<file path="src/rtl/link_poll_seq.sv">
module link_poll_seq #(
  parameter int LANES       = 4,
  parameter int QUIET_TICKS = 12000,
  parameter int ACT_TICKS   = 24000,
  parameter int CFG_TICKS   = 48000,
  parameter int MIN_TS1     = 1024,
  parameter int MIN_TS2     = 16,
  parameter int RUN_LEN     = 8
) (
  input  logic             clk,
  input  logic             rst,
  input  logic             tick,
  input  logic [LANES-1:0] rx_det,
  input  logic [LANES-1:0] ei_exit,
  input  logic [LANES-1:0] os_vld,
  input  logic [LANES-1:0] os_ts2,
  input  logic [LANES-1:0] os_pad,
  input  logic [LANES-1:0] os_cmp,
  input  logic             enter_cmp,
  input  logic             tx_done,
  output logic [1:0]       tx_os,
  output logic [2:0]       state,
  output logic             cfg_go
);
  localparam int TA   = QUIET_TICKS > ACT_TICKS ? QUIET_TICKS : ACT_TICKS;
  localparam int TMAX = TA > CFG_TICKS ? TA : CFG_TICKS;
  localparam int TW   = $clog2(TMAX + 1);
  localparam int CMAX = MIN_TS1 > MIN_TS2 ? MIN_TS1 : MIN_TS2;
  localparam int CW   = $clog2(CMAX + 1);
  localparam int RW   = $clog2(RUN_LEN + 1);

  localparam logic [2:0] S_QUIET = 3'd0;
  localparam logic [2:0] S_PROBE = 3'd1;
  localparam logic [2:0] S_PACT  = 3'd2;
  localparam logic [2:0] S_PCFG  = 3'd3;
  localparam logic [2:0] S_PCMP  = 3'd4;
  localparam logic [2:0] S_DONE  = 3'd5;

  logic [2:0]       nxt;
  logic [TW-1:0]    timer, lim;
  logic [CW-1:0]    sent, cap;
  logic [LANES-1:0] mask, met, ei_seen, cmp_seen, qual;
  logic             ts2_seen, cause_rx, tmo;

  wire any_met  = |(met & mask);
  wire all_met  = &(met | ~mask);
  wire all_ei   = &(ei_seen | ~mask);
  wire rx_clear = |(os_vld & ~os_cmp & mask);
  wire cmp_any  = |(cmp_seen & mask);
  wire moving   = nxt != state;

  always_comb begin
    case (state)
      S_QUIET: lim = TW'(QUIET_TICKS);
      S_PACT:  lim = TW'(ACT_TICKS);
      S_PCFG:  lim = TW'(CFG_TICKS);
      default: lim = '0;
    endcase
  end

  assign tmo  = timer == lim;
  assign cap  = (state == S_PACT) ? CW'(MIN_TS1) : CW'(MIN_TS2);
  assign qual = os_pad & ~os_cmp & ((state == S_PCFG) ? os_ts2 : {LANES{1'b1}});

  always_comb begin
    case (state)
      S_PACT:  tx_os = 2'd1;
      S_PCFG:  tx_os = 2'd2;
      S_PCMP:  tx_os = 2'd3;
      default: tx_os = 2'd0;
    endcase
  end

  always_comb begin
    nxt = state;
    case (state)
      S_QUIET: if (|ei_exit || tmo) nxt = S_PROBE;
      S_PROBE: nxt = |rx_det ? S_PACT : S_QUIET;
      S_PACT: begin
        if (enter_cmp)                            nxt = S_PCMP;
        else if (sent >= CW'(MIN_TS1) && all_met) nxt = S_PCFG;
        else if (tmo) begin
          if (any_met && all_ei) nxt = S_PCFG;
          else if (cmp_any)      nxt = S_PCMP;
          else                   nxt = S_QUIET;
        end
      end
      S_PCFG: begin
        if (any_met && sent >= CW'(MIN_TS2)) nxt = S_DONE;
        else if (tmo)                        nxt = S_QUIET;
      end
      S_PCMP: if (cause_rx ? rx_clear : !enter_cmp) nxt = S_PACT;
      default: nxt = state;
    endcase
  end

  always_ff @(posedge clk) begin
    if (rst) begin
      state    <= S_QUIET;
      cfg_go   <= 1'b0;
      mask     <= '0;
      cause_rx <= 1'b0;
    end else begin
      state  <= nxt;
      cfg_go <= (state == S_PCFG) && (nxt == S_DONE);
      if (state == S_PROBE && nxt == S_PACT) mask <= rx_det;
      if (nxt == S_PCMP && state != S_PCMP)  cause_rx <= !enter_cmp;
    end
  end

  always_ff @(posedge clk) begin
    if (rst || moving) begin
      timer    <= '0;
      sent     <= '0;
      ei_seen  <= '0;
      cmp_seen <= '0;
      ts2_seen <= 1'b0;
    end else begin
      if (tick && !tmo) timer <= timer + 1'b1;
      if (tx_done && sent != cap && (state == S_PACT || (state == S_PCFG && ts2_seen)))
        sent <= sent + 1'b1;
      ei_seen  <= ei_seen | ei_exit;
      cmp_seen <= cmp_seen | (os_vld & os_cmp);
      if (|(os_vld & os_ts2 & mask)) ts2_seen <= 1'b1;
    end
  end

  for (genvar i = 0; i < LANES; i++) begin : g_lane
    logic [RW-1:0] run;
    always_ff @(posedge clk) begin
      if (rst || moving)  run <= '0;
      else if (os_vld[i]) run <= !qual[i] ? '0 : (run == RW'(RUN_LEN) ? run : run + 1'b1);
    end
    assign met[i] = run == RW'(RUN_LEN);
  end

  assert_probe_order_R2: assert property (@(posedge clk) disable iff (rst)
    (state == S_PROBE && !$past(rst)) |-> $past(state) == S_QUIET);

  assert_poll_needs_rx_R3: assert property (@(posedge clk) disable iff (rst)
    (state == S_PACT && $past(state) == S_PROBE && !$past(rst)) |-> $past(|rx_det));

  assert_cfg_needs_run_R4: assert property (@(posedge clk) disable iff (rst)
    (state == S_PCFG && $past(state) == S_PACT && !$past(rst)) |-> $past(any_met));

  assert_cmp_exit_R7: assert property (@(posedge clk) disable iff (rst)
    ($past(state) == S_PCMP && state != S_PCMP && !$past(rst)) |-> state == S_PACT);

  assert_go_pulse_R8: assert property (@(posedge clk) disable iff (rst)
    cfg_go |-> (state == S_DONE && $past(state) == S_PCFG));

  assert_done_hold_R8: assert property (@(posedge clk) disable iff (rst)
    ($past(state) == S_DONE && !$past(rst)) |-> (state == S_DONE && !cfg_go));

  assert_cfg_exit_R9: assert property (@(posedge clk) disable iff (rst)
    ($past(state) == S_PCFG && !$past(rst) && state != S_PCFG) |-> (state == S_DONE || state == S_QUIET));
endmodule

</file>
<file path="config.mk">
export PLATFORM = sky130hd
export DESIGN_NAME = link_poll_seq
export DESIGN_NICKNAME = d
export VERILOG_FILES = /design/src/rtl/link_poll_seq.sv
export SDC_FILE = /design/constraint.sdc
export NUM_CORES = 1
export LEC_CHECK = 0
export ABC_AREA = 1
export ABC_CLOCK_PERIOD_IN_PS = 1800
export CAP_MARGIN = 20
export CELL_PAD_IN_SITES_DETAIL_PLACEMENT = 0
export CELL_PAD_IN_SITES_GLOBAL_PLACEMENT = 2
export CORE_MARGIN = 1.5
export CORE_UTILIZATION = 32
export DETAILED_ROUTE_END_ITERATION = 10
export DONT_BUFFER_PORTS = 1
export PLACE_DENSITY = 0.82
export SETUP_SLACK_MARGIN = 0.15
export SKIP_LAST_GASP = 1
export SLEW_MARGIN = 20
export SYNTH_ARGS = -nofsm -noshare
export SYNTH_HDL_FRONTEND = slang
export SYNTH_SLANG_ARGS = --single-unit
</file>
<file path="constraint.sdc">
create_clock -name clk -period 1.8 [get_ports clk]
set_input_delay 0.36 -clock clk [delete_from_list [all_inputs] [get_ports clk]]
set_output_delay 0.36 -clock clk [all_outputs]
set_load 0.03 [all_outputs]
</file>
### After elaboration in Yosys (flattened, before gate mapping)

Cells that the tools add are included.

* div/mod/pow operators: 0
* $lt $le $gt $ge: 2
* shift operators: 0
* muxes and demuxes: 24
* multipliers: 0
* equal/unequal tests: 19
* bitwise operators: 15
* $add $sub $neg: 6
* reduce and logical (&&, ||, !) cells: 28

Operator list (count)
* $pmux W16 S3: 1
* $and A4 B4 Y4: 9
* $mux W4: 9
* $mux W3: 9
* $reduce_or A4 Y1: 6
* $add A16 B1 Y16 const B: 1
* $add A4 B1 Y4 const B: 4
* $eq A16 B16 Y1: 1
* $eq A4 B4 Y1 const B: 4
* $or A4 B4 Y4: 4
* $pmux W3 S5: 1
* $add A11 B1 Y11 const B: 1
* $ge A11 B11 Y1 const B: 1
* $ge A11 B5 Y1 const B: 1
* $mux W11: 1
* $ne A11 B11 Y1: 1
* $logic_and A1 B1 Y1: 10
* $eq A3 B2 Y1 const B: 3
* $eq A3 B3 Y1 const B: 3
* $ne A2 B2 Y1 const B: 4
* $not A4 Y4: 2
* $reduce_and A2 Y1: 4
* $reduce_and A4 Y1: 2
* $pmux W2 S3: 1
* 8 further kinds: 11

* bits in registers: 61
* ROM bits: 0
* logic and storage cells: 107
* RAM bits: 0
* bits in latches: 0
* input bits: 29
* output and inout port bits: 6
* memories: 0

### Longest topological paths before layout

Gate-level depths: netlist of run 1.

* depth in word-level cells: 11
* depth in mapped cells: 18
* mapped depth without buffers: 18

### Worst setup path after synthesis of run 1

Ideal clock, no wire load.

* kind: register to register
* from: register state[2]
* to: register ts2_seen
* slack: -0.383 ns
* data arrival time: 2.060 ns
* path buffers: 1
* data required time: 1.677 ns
* library setup time: 0.123 ns
* clock period less this slack: 2.183 ns
* cell stages (with the launch flop): 15
* path through: dfxtp_1 inv_2 nand2_4 nand2_1 o21ai_2 nand2_1 nor2_1 nand3_1 nand3_1 nand2_1 nand2_1 nand3_1 nand4_4 buf_6 nor2_2

* cells in the longest elaborated chain, start to end: 9
* elaborated cells on any way between the ends: 18
* classes of those cells: 6 x eq/ne; 9 x mux; 3 x reduce/logical

RTL lines
* from (decl): line 22 `output logic [2:0] state,`
* from (signal assigned): line 104 `state <= nxt;`
* $eq A3 B2 Y1 / $logic_not A3 Y1 (equally long branches): line 53, 76
* $pmux W16 S3: line 53 `case (state)`
* $eq A16 B16 Y1: line 61 `assign tmo = timer == lim;`
* $mux W3: line 82 `else if (tmo) begin`
* $mux W3: line 81 `else if (sent >= CW'(MIN_TS1) && all_met) nxt = S_PCFG;`
* $mux W3: line 80 `if (enter_cmp) nxt = S_PCMP;`
* $pmux W3 S5: line 76 `case (state)`
* $ne A3 B3 Y1 (*): line 50 `wire moving = nxt != state;`
* $logic_or A1 B1 Y1 (*): line 112 `if (rst || moving) begin`
* to (signal assigned): line 117 `ts2_seen <= 1'b0;`
* to (signal assigned): line 124 `if (|(os_vld & os_ts2 & mask)) ts2_seen <= 1'b1;`
* to (decl): line 43 `logic ts2_seen, cause_rx, tmo;`

Mark *: on every way between the ends. The rest lies on a longest branch, timed or not.
A chain may end at the register's enable or synchronous reset.

### Final worst setup path of run 1

* from: register state[2]
* to: register timer[5]

* cells in the longest elaborated chain, start to end: 9
* elaborated cells on any way between the ends: 20
* classes of those cells: 6 x eq/ne; 9 x mux; 5 x reduce/logical

RTL lines
* $eq A3 B2 Y1 / $logic_not A3 Y1 (equally long branches): line 53, 76
* $pmux W16 S3: line 53
* $eq A16 B16 Y1: line 61
* $mux W3: line 82
* $mux W3: line 81
* $mux W3: line 80
* $pmux W3 S5: line 76
* $ne A3 B3 Y1: line 50
* $logic_or A1 B1 Y1: line 112
* to (signal assigned): line 119 `if (tick && !tmo) timer <= timer + 1'b1;`
* to (decl): line 40 `logic [TW-1:0] timer, lim;`

Several ways; a longest one is shown, not always the timed one.

==> results list, run 1 <==
- WP data required: 2.07 ns
- Across the routed clock network, the largest skew measured is approximately 0.0041 ns.
- After detailed routing, the total wire length is 11,030 µm.
- In this design, the critical path's most frequently occurring cell is nand2_2.
* Combined flip-flop and latch cell area: roughly 0.0012 mm²
- Hold violation total from the final report: 0
- The number of clock buffers added by TritonCTS is 9.
* Detailed-route via count: 4,007
- Number of antenna violations at the first check in global routing: 0
* Post-synthesis cell area: slightly below 0.004 mm²
- Using the TritonRoute via totals, the vias-per-cell ratio works out to between 4 and 5.
- The clock reaches the later pin of the worst-skew pair after 0.33 ns.
- Initial DRC Count: 122
- In this run the worst path has a maximum fanout of 6.
* DRC violation count after routing: 0
- Maximum capacitance violations: 0
* CP cell instances: nor2_4 > buf_4 > xor2_1 > nand2_1 > nor2_4 > nand2_4 > nand2_2 > nand3_2 > nand2_2 > nand3_2 > nand2_2 > nand4_4 > buf_8 > clkbuf_16 > nor2_2
- Of all flip-flops after synthesis, the portion carrying an async set or reset was 0%.
- Static timing analysis puts the maximum clock frequency at roughly 0.44 GHz.
- Of the available clock period, the critical path in the final layout requires 125.0%.
* Total number of H-tree levels: 3
* Mean post-synth cell area: 6.817 µm²
- Number of hold buffers added after cts: 0
- Worst hold path endpoint: state[1]
* Largest delay contributor family on the critical path: simple AND/OR/NAND/NOR gates
- CP Depth: 15
- The final reports fail on setup timing.
- The die covers roughly 0.013 mm².
- Yosys warning total: 0
- Count of buffering cells on the critical path with inverters included: 3
* Number of nets produced by synthesis: ~600
- Detailed-placement wirelength estimate: approximately 8400 µm
* Hold path cells: 1
- Detail Route Antenna Nets: 0
* Cell type of the slowest stage on the worst timing path: dfxtp_4
* Kind of path behind the tightest hold check: primary input to flop
- Outcome: finished, violations left
- Cell area after layout: about 0.0058 mm²
- Measured on the finished design, the core utilization comes to 48.12%.
- Residual overflow from global routing: 0
* Number of nets in the layout: ~760
* Register-to-register setup slack: -0.45 ns
- Routability-driven placement finished with a final weighted congestion of approximately 0.87.
- Horizontal die dimension: 113.3 µm
* Main synth FF type: dfxtp_1
- Global routing consumed, over all layers together, a little under a fifth of the routing resources.
* Slew at the pin closest to its max-slew limit: slightly below 0.4 ns
- Headroom to the max-slew limit came out at 73.97%.
- Antenna Cells: 0
- The placed instances occupy a cell area of 0.004930 mm².
* Layout overhead on the synthesized area: 47.86%
* Final max-slew violation count: 0
- For this run, the slowest stage of the critical path takes between 0.3 and 0.4 ns.
* PortBufs: 0
- Seq/Total Area, Yosys: a little under a third
* TritonCTS Sinks: 61
- Hold Startpoint: rst
* Minimum clock period after layout: about 2.2 ns
- First-pass GRT wire length: approximately 18,000 µm
- In this run the standard cell core region covers 0.01196 mm².
- Leakage Power: ~2.5 nW
- Summed over all instances, the cell type with the most area after synthesis is dfxtp_1.
- For this run, the detailed router's first-pass iteration total came to 4.
- In this run the power density over the cells is just over 800 mW/mm².
* Worst r2r src: state[2]
* Number of flip-flops and latches in the synthesized netlist: between 60 and 70
* Distinct cell type count after synthesis: 35
* Final setup margin: -0.4495 ns
- Register clock-pin slew on the reported worst setup and hold paths: approximately 0.05 ns
- Final hold analysis gives a worst-case slack of ~0.09 ns.
* Area share of the leading cell type in the synthesized netlist: about a third
* Largest net degree at the start of global routing: 13
- Overall power consumption after layout is estimated at about 4.8 mW.
- TritonCTS clock tree: built
- Summing all multi-input logic gate instances after layout gives between 0.002 and 0.0025 mm².
- Gate count of the mapped netlist: around 570
- Measured in cells, the most critical reg-to-reg path has a length of 15.
- Largest cells by area after synthesis: dfxtp_1 (31%), inv_1 (10%), nor2_2 (8.5%)
* Setup total negative slack: -22.68 ns
* Routed wire length per instance: between 10 and 15 µm
- Clk buf depth: 2
- FF-to-FF End: timer[5]
- At the worst endpoint, the arrival time is between 2 and 3 ns.
- By count the netlist is led by inv_1 (104), nand2_1 (88), dfxtp_1 (61).
- Initial cell density of the core: approximately a third
- Unrepaired setup endpoints after global routing: yes
- The cell sitting at the root of the clock tree is a clkbuf_16.
- During I/O placement, the number of pins put on the boundary was 35.
* Kind of start point of the critical path: flop
- STA classifies the critical path endpoint as a flop.
* Library cell with the highest instance count after synthesis: inv_1
- Number of endpoints failing setup at the final stage: 55
- From bottom edge to top edge, the die measures approximately 110 µm.
- Row generation in the floorplan step produced 40 rows.
- Worst Path Class, Setup: flop to flop
- IR analysis of the VDD net gives a maximum drop of about 0.00046 V.
- Counting flops with a built-in enable in the synthesized netlist gives 0.
- The via count of the first global-routing pass came to around 4,000.
* FILL cells: 1,203
- Cells with a size suffix above 1 make up a little over a third of the layout.
logic make-up after synthesis:
family	count (synthesis)	synth area share, %
AND/OR/NAND/NOR	297	37.77
buffers and inverters	113	12.34
flip-flops	61	31.37
AO/OA/AOI/OAI	59	8.068
XOR/XNOR	28	6.300
adder cells (fa/ha/maj)	12	3.857
multiplexers	1	0.2893
where the power goes:
part	switching, mW	internal [mW]
registers	0.0524	1.41
clock network	0.613	1.23
logic	0.775	0.691
total	1.44	3.33
worst max path at each step:
stage                        start  slack (ns)               end
after floorplan           state[0]       -0.23  g_lane[0].run[0]
after global placement    state[2]       -0.39          ts2_seen
after detailed placement  state[2]       -0.46          timer[2]
after CTS                 state[0]       -0.40  g_lane[3].run[3]
after global routing      state[2]       -0.66         timer[10]
final                     state[2]       -0.45          timer[5]
state kept, by name (all words and copies together), names as in the netlist:
signal / flops
ts2_seen: 1
sent: 11
cause_rx: 1
mask: 4
cfg_go: 1
g_lane.run: 16
ei_seen: 4
timer: 16
state: 3
cmp_seen: 4
timing repair:
action,4_1_cts,5_1_grt
pin swaps,8,22
buffers inserted,12,4
endpoints found under the setup margin,58,58
gates cloned,2,1
resized for setup,44,40
layout by cell type, fill, tap and decap left out, drive strengths merged:
cell type	n
buf	142
nor2	111
inv	105
nand2	93
dfxtp	61
nand3	44
a21oi	28
xor2	27
o21ai	25
nor3	22
clkbuf	14
ha	12
nand4	10
nor4	10
nand3b	5
o22ai	2
clkinv	2
and2	1
a31oi	1
o211ai	1
and3	1
o211a	1
a311oi	1
xnor2	1
mux2	1
bufinv	1
final cells by class:
cell class                      count  share of cell area, %
Timing Repair Buffer              143                  21.28
Tap cell                          147                  3.196
Sequential cell                    61                  21.41
Clock buffer                       13                  4.891
Clock inverter                      3                 0.6957
Multi-Input combinational cell    397                  41.59
Inverter                          105                  6.935
metal layers:
metal / wire [µm] / track usage (%) / vias up
met3: 399 / 4.124 / 17
met5: 0 / 0 / -
li1: - / - / 2104
met2: 5547 / 32.89 / 58
met1: 4845 / 21.13 / 1828
met4: 233 / 6.333 / 0
through the flow:
step,worst slack [ns],cells
finish,-0.4495,869
global route,-0.6569,869
CTS,-0.3973,864
detailed placement,-0.4610,834
global placement,-0.3932,834
floorplan,-0.2326,571
No activity file was read; power rests on OpenSTA's default activity.
==> run 2: changes to the inputs <==
- ABC_AREA: 1 -> unset
- CORE_UTILIZATION: 32 -> 36
- PLACE_DENSITY: 0.82 -> 0.83
- REMOVE_ABC_BUFFERS: unset -> 1
==> run 2 against run 1 <==
The run still ends with setup timing left; core utilization up 8.7 points; total power increased by 14%; combinational power rose by 82%; sequential share of layout area shrank 0.12 points; clock skew grew 0.0037 ns; clock power fell by 30%; synthesized cell count down 25%; count of clock-buffer cells in the layout decreased by 2; critical path depth is 2 lower; fmax fell by 11%; worst setup slack got worse by 0.28 ns; critical path type unchanged.
==> results list, run 2 <==
- The run finished, with violations left.
* Violated checks: setup timing
* Layout overhead on the synthesized area: 53.99%
* Clk buf depth: 2 (unchanged)
* WP data required: 2.03 ns (-0.04 ns)
* All-Layer GR Usage: 21.31% (+3.1 points)
* Final wirelength: 12,080 µm (+9.5%)
- Clk Tree Root Cell: clkbuf_8
* Top-level port count: 35 (unchanged)
- Seq/Total Area, Yosys: 32.33% (+0.96 points)
* Total number of H-tree levels: 3 (unchanged)
- The detailed-router iteration count before antenna repair is 4 (unchanged).
- Leakage Power: 2.230 nW (-11%)
- The remaining global-route overflow is 0 (unchanged).
- The library cell used most frequently in the layout, excluding fill and tap cells, is buf_4.
* Vertical die dimension: 105.4 µm (-6.9%)
* Combined flip-flop and latch cell area: 0.001239 mm² (+0.51%)
* Standard-cell row count: 37 (-7.5%)
- Mean number of vias per cell: 5.269 (+14%)
* Largest registers: g_lane.run x16, timer x16, sent x11
- The total via count after detailed routing is 3,804 (-5.1%).
* Share of cells above drive strength 1: 46.76% (+11 points)
* Routed wire length per instance: 16.72 µm (+32%)
- The total of max-cap violations is 0 (unchanged).
- The relative max-transition margin was 66.14% (-7.8 points).
* DRC violation count after routing: 0 (unchanged)
- The antenna diode instance count is 0 (unchanged).
* Number of antenna violations at the first check in global routing: 0 (unchanged)
- STA classifies the critical path startpoint as a flop.
* Fmax: 0.3958 GHz (-11%)
* Yosys warning total: 0 (unchanged)
* GPL Wtd Cong: 0.8429 (-3.4%)
- The mean instance size in the synthesized netlist was 8.846 µm² (+30%).
* Minimum clock period after layout: 2.526 ns (+0.2770 ns)
- The horizontal die dimension came to 105.4 µm (-6.9%).
* TritonCTS Sinks: 61 (unchanged)
- TritonCTS clock tree: built
* Gate count of the mapped netlist: 427 (-25%)
- STA classifies the critical path endpoint as a flop.
- Of all cell types, the one taking the most synthesized area is dfxtp_1.
- The via count of the first global-routing pass was 3,738 (-7.2%).
- The starting density of the core was 36.92% (+4.4 points).
- The filler cell count is 899 (-25%).
- The maximum fanout along the worst path is 7 (+1).
- The area of the die came to 0.01112 mm² (-13%).
- Largest net degree at the start of global routing: 23 (+10)
- The number of flip-flops and latches in the synthesized netlist came to 61 (unchanged).
- Inst Count DP: 671 (-20%)
- The number of nets in the layout came to 623 (-18%).
* Clock latency on the worst-skew pair: 0.35 ns (+0.02 ns)
* Worst-case clock skew: 0.007845 ns (+0.003715 ns)
- Kind of path behind the tightest hold check: primary input to flop
* Detailed-placement wirelength estimate: 7778 µm (-6.9%)
- The final critical-path setup slack is -0.7265 ns (-0.2770 ns).
- The multi-input gate area in the final layout was 0.002616 mm² (+9.3%).
- The number of enable flip-flop cells after synthesis is 0 (unchanged).
- Core Region: 0.01023 mm² (-14%)
- In the layout the commonest cells are buf_4 (123), dfxtp_1 (51), nor3_2 (39).
- In the synthesized netlist the dominant register cell turns out to be dfxtp_1.
- The async set-or-reset flop fraction in the synthesized netlist is 0% (unchanged).
- The area share of the largest cell type after synthesis is 32.33% (+0.96 points).
- Worst Path Class, Setup: flop to flop
- Slew at the pin closest to its max-slew limit: 0.5033 ns (+0.1165 ns)
- Library cell with the highest instance count after synthesis: dfxtp_1
* PortBufs: 0 (unchanged)
- The worst endpoint data arrival time was 2.76 ns (+0.24 ns).
* CTS Buf Count: 9 (unchanged)
- Distinct cell type count after synthesis: 60 (+71%)
* Unrepaired setup endpoints after global routing: yes
- Hold violation total from the final report: 0 (unchanged)
- The clock input transition at the sequential cells of the worst setup and hold paths was 0.07 ns (+0.02 ns).
- Final Non-Filler Cells: 722 (-17%)
- The post-route clock period utilization was 140.4% (+15 points).
- Counting instances in the post-synthesis netlist gives the leading cell types as dfxtp_1 (61), nor3_2 (43), nor2_1 (39).
* Maximum vdd drop: 0.0005145 V (+11%)
* P per Cell Area: 935.8 mW/mm² (+13%)
- The number of design-rule violations left by the first detailed-router iteration is 205 (+68%).
- Final max-slew violation count: 0 (unchanged)
* Detail Route Antenna Nets: 0 (unchanged)
- The total setup violations reported at the end of the flow was 56 (+1.8%).
- First-pass GRT wire length: 18,370 µm (-0.30%)
- Largest cells by area after synthesis: dfxtp_1 (32%), nor3_2 (11%), ha_1 (4.0%)
* Total power consumption of the routed design: 5.443 mW (+14%)
- The netlist area before placement came to 0.003777 mm² (-3.0%).
[run 2: layout make-up]
| class | count | share of cell area, % |
|---|---|---|
| clock buffers | 11 | 2.603 |
| clock inverters | 4 | 0.8174 |
| inverters | 24 | 1.592 |
| multi-input cells | 327 | 44.98 |
| flip-flops and latches | 61 | 21.29 |
| well taps | 136 | 2.925 |
| repair buffers | 159 | 25.79 |
[run 2: worst max-delay path, cell delays in order (launching register included)]
cell and delay [ns]:
dfxtp_2 0.33, inv_2 0.07, ha_4 0.12, or4b_4 0.48, a21oi_4 0.17, o2111ai_4 0.17, nor2_4 0.19, buf_6 0.12
a2111oi_4 0.06, o211ai_4 0.26, buf_6 0.15, buf_12 0.10, buf_16 0.14, nor3_4 0.05
[run 2: final timing paths]
check | depth (start not counted) | start | slack [ns] | endpoint
worst min register to register | 2 | cmp_seen[3] | 0.52 | cmp_seen[3]
worst max register to register | 13 | timer[0] | -0.73 | sent[4]
worst min-delay path | 1 | rst | 0.07 | state[2]
worst max-delay path | 13 | timer[0] | -0.73 | sent[4]
[run 2: repair_timing]
item / in CTS / in global routing
gates cloned: 4 / 3
buffers inserted: 22 / 7
gates resized for setup: 53 / 46
hold buffers: 0 / 0
pin swaps: 34 / 18
setup endpoints to repair: 58 / 60
[run 2: logic make-up (layout without fill, tap and decap cells)]
logic type      count (synthesis)  count (layout)  synth area share [%]
xor+xnor                       26              26                 6.028
fa+ha+maj                      12              12                 3.975
mux                            10              10                 2.650
compound gates                 81              81                 16.07
simple gates                  198             198                 33.59
buf+inv                        39             198                 5.366
flops                          61              61                 32.33
[run 2: metal layers]
metal / vias up / share of wire, % / track usage (%)
li1: 1851 / - / -
met1: 1825 / 42 / 25.80
met5: - / 0 / 0
met2: 106 / 51 / 36.79
met4: 0 / 2.0 / 6.947
met3: 22 / 5.3 / 5.380
[run 2: power breakdown]
part | total [mW] | internal (mW) | switching (mW)
logic | 2.68 | 1.36 | 1.32
registers | 1.48 | 1.42 | 0.0622
clock network | 1.28 | 0.703 | 0.580
[run 2: stage by stage]
| step | hold slack, ns | TNS, ns | worst slack, ns | cell area [µm²] | util (%) |
|---|---|---|---|---|---|
| floorplan | 0.4291 | -78.10 | -1.512 | 3665 | - |
| detailed placement | 0.4335 | -36.52 | -0.6969 | 4796 | 46.88 |
| global route | 0.05051 | -43.29 | -0.8368 | 5817 | 56.85 |
| finish | 0.06577 | -38.06 | -0.7265 | 5817 | 56.85 |
| global placement | 0.4339 | -35.06 | -0.6737 | 4796 | 46.88 |
| CTS | 0.05549 | -33.17 | -0.6324 | 5498 | 53.74 |
==> run 3: changes to the inputs <==
- ABC_CLOCK_PERIOD_IN_PS: 1800 -> 2500
- CORE_UTILIZATION: 36 -> 39
- PLACE_DENSITY: 0.83 -> 0.86
- TNS_END_PERCENT: unset -> 5
- clock period: 1.8 -> 2.5 ns (I/O delays scaled with it)
==> run 3 against run 2 <==
The flow now finishes without violations; core utilization down 4.8 points; clock power down 39%; fmax rose by 1.6%; critical path depth stayed put; sequential power down 28%; routed wire length down 15%; cell area is 17% lower; cell count fell by 14%; register-to-register slack better by 0.74 ns; critical path type unchanged; largest power group unchanged.
==> results list, run 3 (synthesis gave the netlist of run 2 again) <==
- Maximum vdd drop: 0.0003557 V (-31%)
- Total routed wire length on the met1 layer: 4842 µm (-4.9%)
- The total routing usage reported by global routing came to 19.63% (-1.7 points).
* Antenna Cells: 0 (unchanged)
- PortBufs: 0 (unchanged)
- Signal routing reaches up to met4.
- TritonCTS built the clock tree.
- The internal power was 2.141 mW (-39%).
- Top cell by count, worst path: buf_4
- The total via count after detailed routing came to 3,328 (-13%).
* CP cell instances: inv_2 > ha_4 > buf_4 > nand4b_1 > nand4_1 > nor3b_2 > buf_4 > nor4_1 > a21oi_2 > o211ai_4 > buf_6 > clkbuf_16 > nor2_1
- Clk buf depth: 2 (unchanged)
- Broken down by cell family, the worst path's largest delay share belongs to simple AND/OR/NAND/NOR gates.
- The total setup violations reported at the end of the flow came to 0 (-100%).
* Most frequent standard cell in the layout excluding fill and tap cells: dfxtp_1
* Number of antenna violations at the first check in global routing: 0 (unchanged)
- Top-level port count: 35 (unchanged)
* Cell type of the slowest stage on the worst timing path: nor4_1
- Sw frac: 36.24% (+0.21 points)
* Portion of total power attributed to sequential cells: 31.9% (+4.7 points)
- Combinational share of power: 44.9% (-4.3 points)
- The final-layout worst hold slack came to 0.2212 ns (+0.1554 ns).
- Worst Path Class, Setup: flop to flop
* Kind of start point of the critical path: flop
- The maximum fanout along the worst path was 5 (-2).
* Clock network power share: 23.2% (-0.4 points)
- Via count of the first global-routing pass: 3,097 (-17%)
- Total number of H-tree levels: 3 (unchanged)
- The overall power after layout was 3.358 mW (-38%).
- The clock input transition at the sequential cells of the worst setup and hold paths is 0.08 ns (about the same).
* Layout overhead on the synthesized area: 28.49%
- Crit-path max cell delay: 0.46 ns (-0.02 ns)
- Detailed-placement wirelength estimate: 6907 µm (-11%)
* Mean number of vias per cell: 5.368 (+1.9%)
* Fmax: 0.4023 GHz (+1.6%)
* Hold violation total from the final report: 0 (unchanged)
- Final max-slew violation count: 0 (unchanged)
- Unrepaired setup endpoints after global routing: yes
- The sum of buffers and inverters on the critical path was 5 (unchanged).
- The total power per unit cell area is 691.9 mW/mm² (-26%).
- CTS Buf Count: 9 (unchanged)
* Detailed-routed wire length on met3: 346 µm (-46%)
* Horizontal die dimension: 101.4 µm (-3.8%)
* Kind of capture point of the worst setup path: flop
* GPL Wtd Cong: 0.8065 (-4.3%)
- Minimum clock period after layout: 2.486 ns (-0.04089 ns)
- The pin count of the biggest net entering global routing was 23 (unchanged).
- Vertical die dimension: 101.4 µm (-3.8%)
- Reported net switching power: 1.217 mW (-38%)
- Largest registers: g_lane.run x16, timer x16, sent x11
- Initial DRC Count: 173 (-16%)
- The flow ran to the end, and the final reports show no timing, DRC or antenna violations.
* Leakage Power: 1.685 nW (-24%)
- The post-route clock period utilization came to 99.42% (-41 points).
- The remaining global-route overflow is 0 (unchanged).
- FILL cells: 867 (-3.6%)
- DR pass1 iterations: 4 (unchanged)
* Total die area: 0.01029 mm² (-7.5%)
- Maximum capacitance violations: 0 (unchanged)
- TritonCTS Sinks: 61 (unchanged)
- The clock skew after layout is 0.01468 ns (+0.006836 ns).
- Top library cells by usage in the layout, fill and taps aside: dfxtp_1 (49), buf_4 (46), nor3_2 (43)
- Core Region: 0.009328 mm² (-8.8%)
- The data required time at the worst endpoint was 2.73 ns (+0.70 ns).
* DRC violation count after routing: 0 (unchanged)
* Clock latency on the worst-skew pair: 0.34 ns (about the same)
* Kind of path behind the tightest hold check: primary input to flop
* Detail Route Antenna Nets: 0 (unchanged)
* Share of cells above drive strength 1: 32.99% (-14 points)
- Number of hold buffers added after cts: 0 (unchanged)
* First-pass GRT wire length: 15,590 µm (-15%)
- The floorplan row count came to 35 (-5.4%).
- Crit path arrival time: 2.71 ns (-0.05 ns)
* Slew at the pin closest to its max-slew limit: 0.6239 ns (+0.1206 ns)
- The total wire length after detailed routing came to 10,210 µm (-15%).
- The number of nets in the layout was 529 (-15%).
- Initial cell density of the core: 40.50% (+3.6 points)
- The wire length on met2 is 4883 µm (-20%).
* Clk Tree Root Cell: clkbuf_8
* Routed wire length per instance: 16.46 µm (-1.6%)
- Normalized max-slew margin: 58.05% (-8.1 points)
-- run 3: path summary, 6_finish.rpt --
check | slack [ns] | depth (start not counted) | from | endpoint
max | 0.01 | 13 | g_lane[3].run[1] | timer[4]
min | 0.22 | 1 | rst | mask[0]
max reg2reg | 0.01 | 13 | g_lane[3].run[1] | timer[4]
min reg2reg | 0.52 | 2 | cause_rx | cause_rx
-- run 3: per-stage QoR --
| step | setup slack [ns] | utilization, % | TNS, ns | std cells | instance area (µm²) |
|---|---|---|---|---|---|
| after detailed placement | -0.007883 | 44.61 | -0.04025 | 579 | 4161 |
| after CTS | 0.08711 | 48.92 | 0 | 605 | 4563 |
| after global placement | -0.008601 | 44.61 | -0.03053 | 579 | 4161 |
| after global routing | -0.06783 | 52.03 | -1.863 | 620 | 4853 |
| after floorplan | -0.8119 | - | -39.91 | 412 | 3665 |
| final | 0.01441 | 52.03 | 0 | 620 | 4853 |
-- run 3: timing repair --
item	CTS	global route
endpoints found under the setup margin	52	53
pin swaps	6	11
resized for setup	21	27
setup buffers	9	11
gates cloned	3	4
-- run 3: area by class of cell --
cell class                 instances  area, µm²  share of cell area [%]
clock buffer                      12      155.1                   3.197
clock inverter                     2      10.01                  0.2062
inverter                          24      90.09                   1.856
multi-input combinational        327       2479                   51.07
sequential                        61       1239                   25.52
tap                              129      161.4                   3.326
timing repair buffer              65      719.4                   14.82
-- run 3: power by group through the flow --
stage	registers (mW)	logic (mW)	clock network [mW]
global route	1.08	1.60	0.839
detailed placement	1.09	1.03	0
global placement	1.09	1.02	0
finish	1.07	1.51	0.779
CTS	1.07	1.24	0.790
floorplan	1.11	0.583	0
-- run 3: metal layers --
| metal | global-route usage [%] | vias up |
|---|---|---|
| met5 | 0 | - |
| met4 | 5.769 | 0 |
| li1 | - | 1675 |
| met3 | 3.796 | 15 |
| met1 | 26.77 | 1575 |
| met2 | 31.54 | 63 |
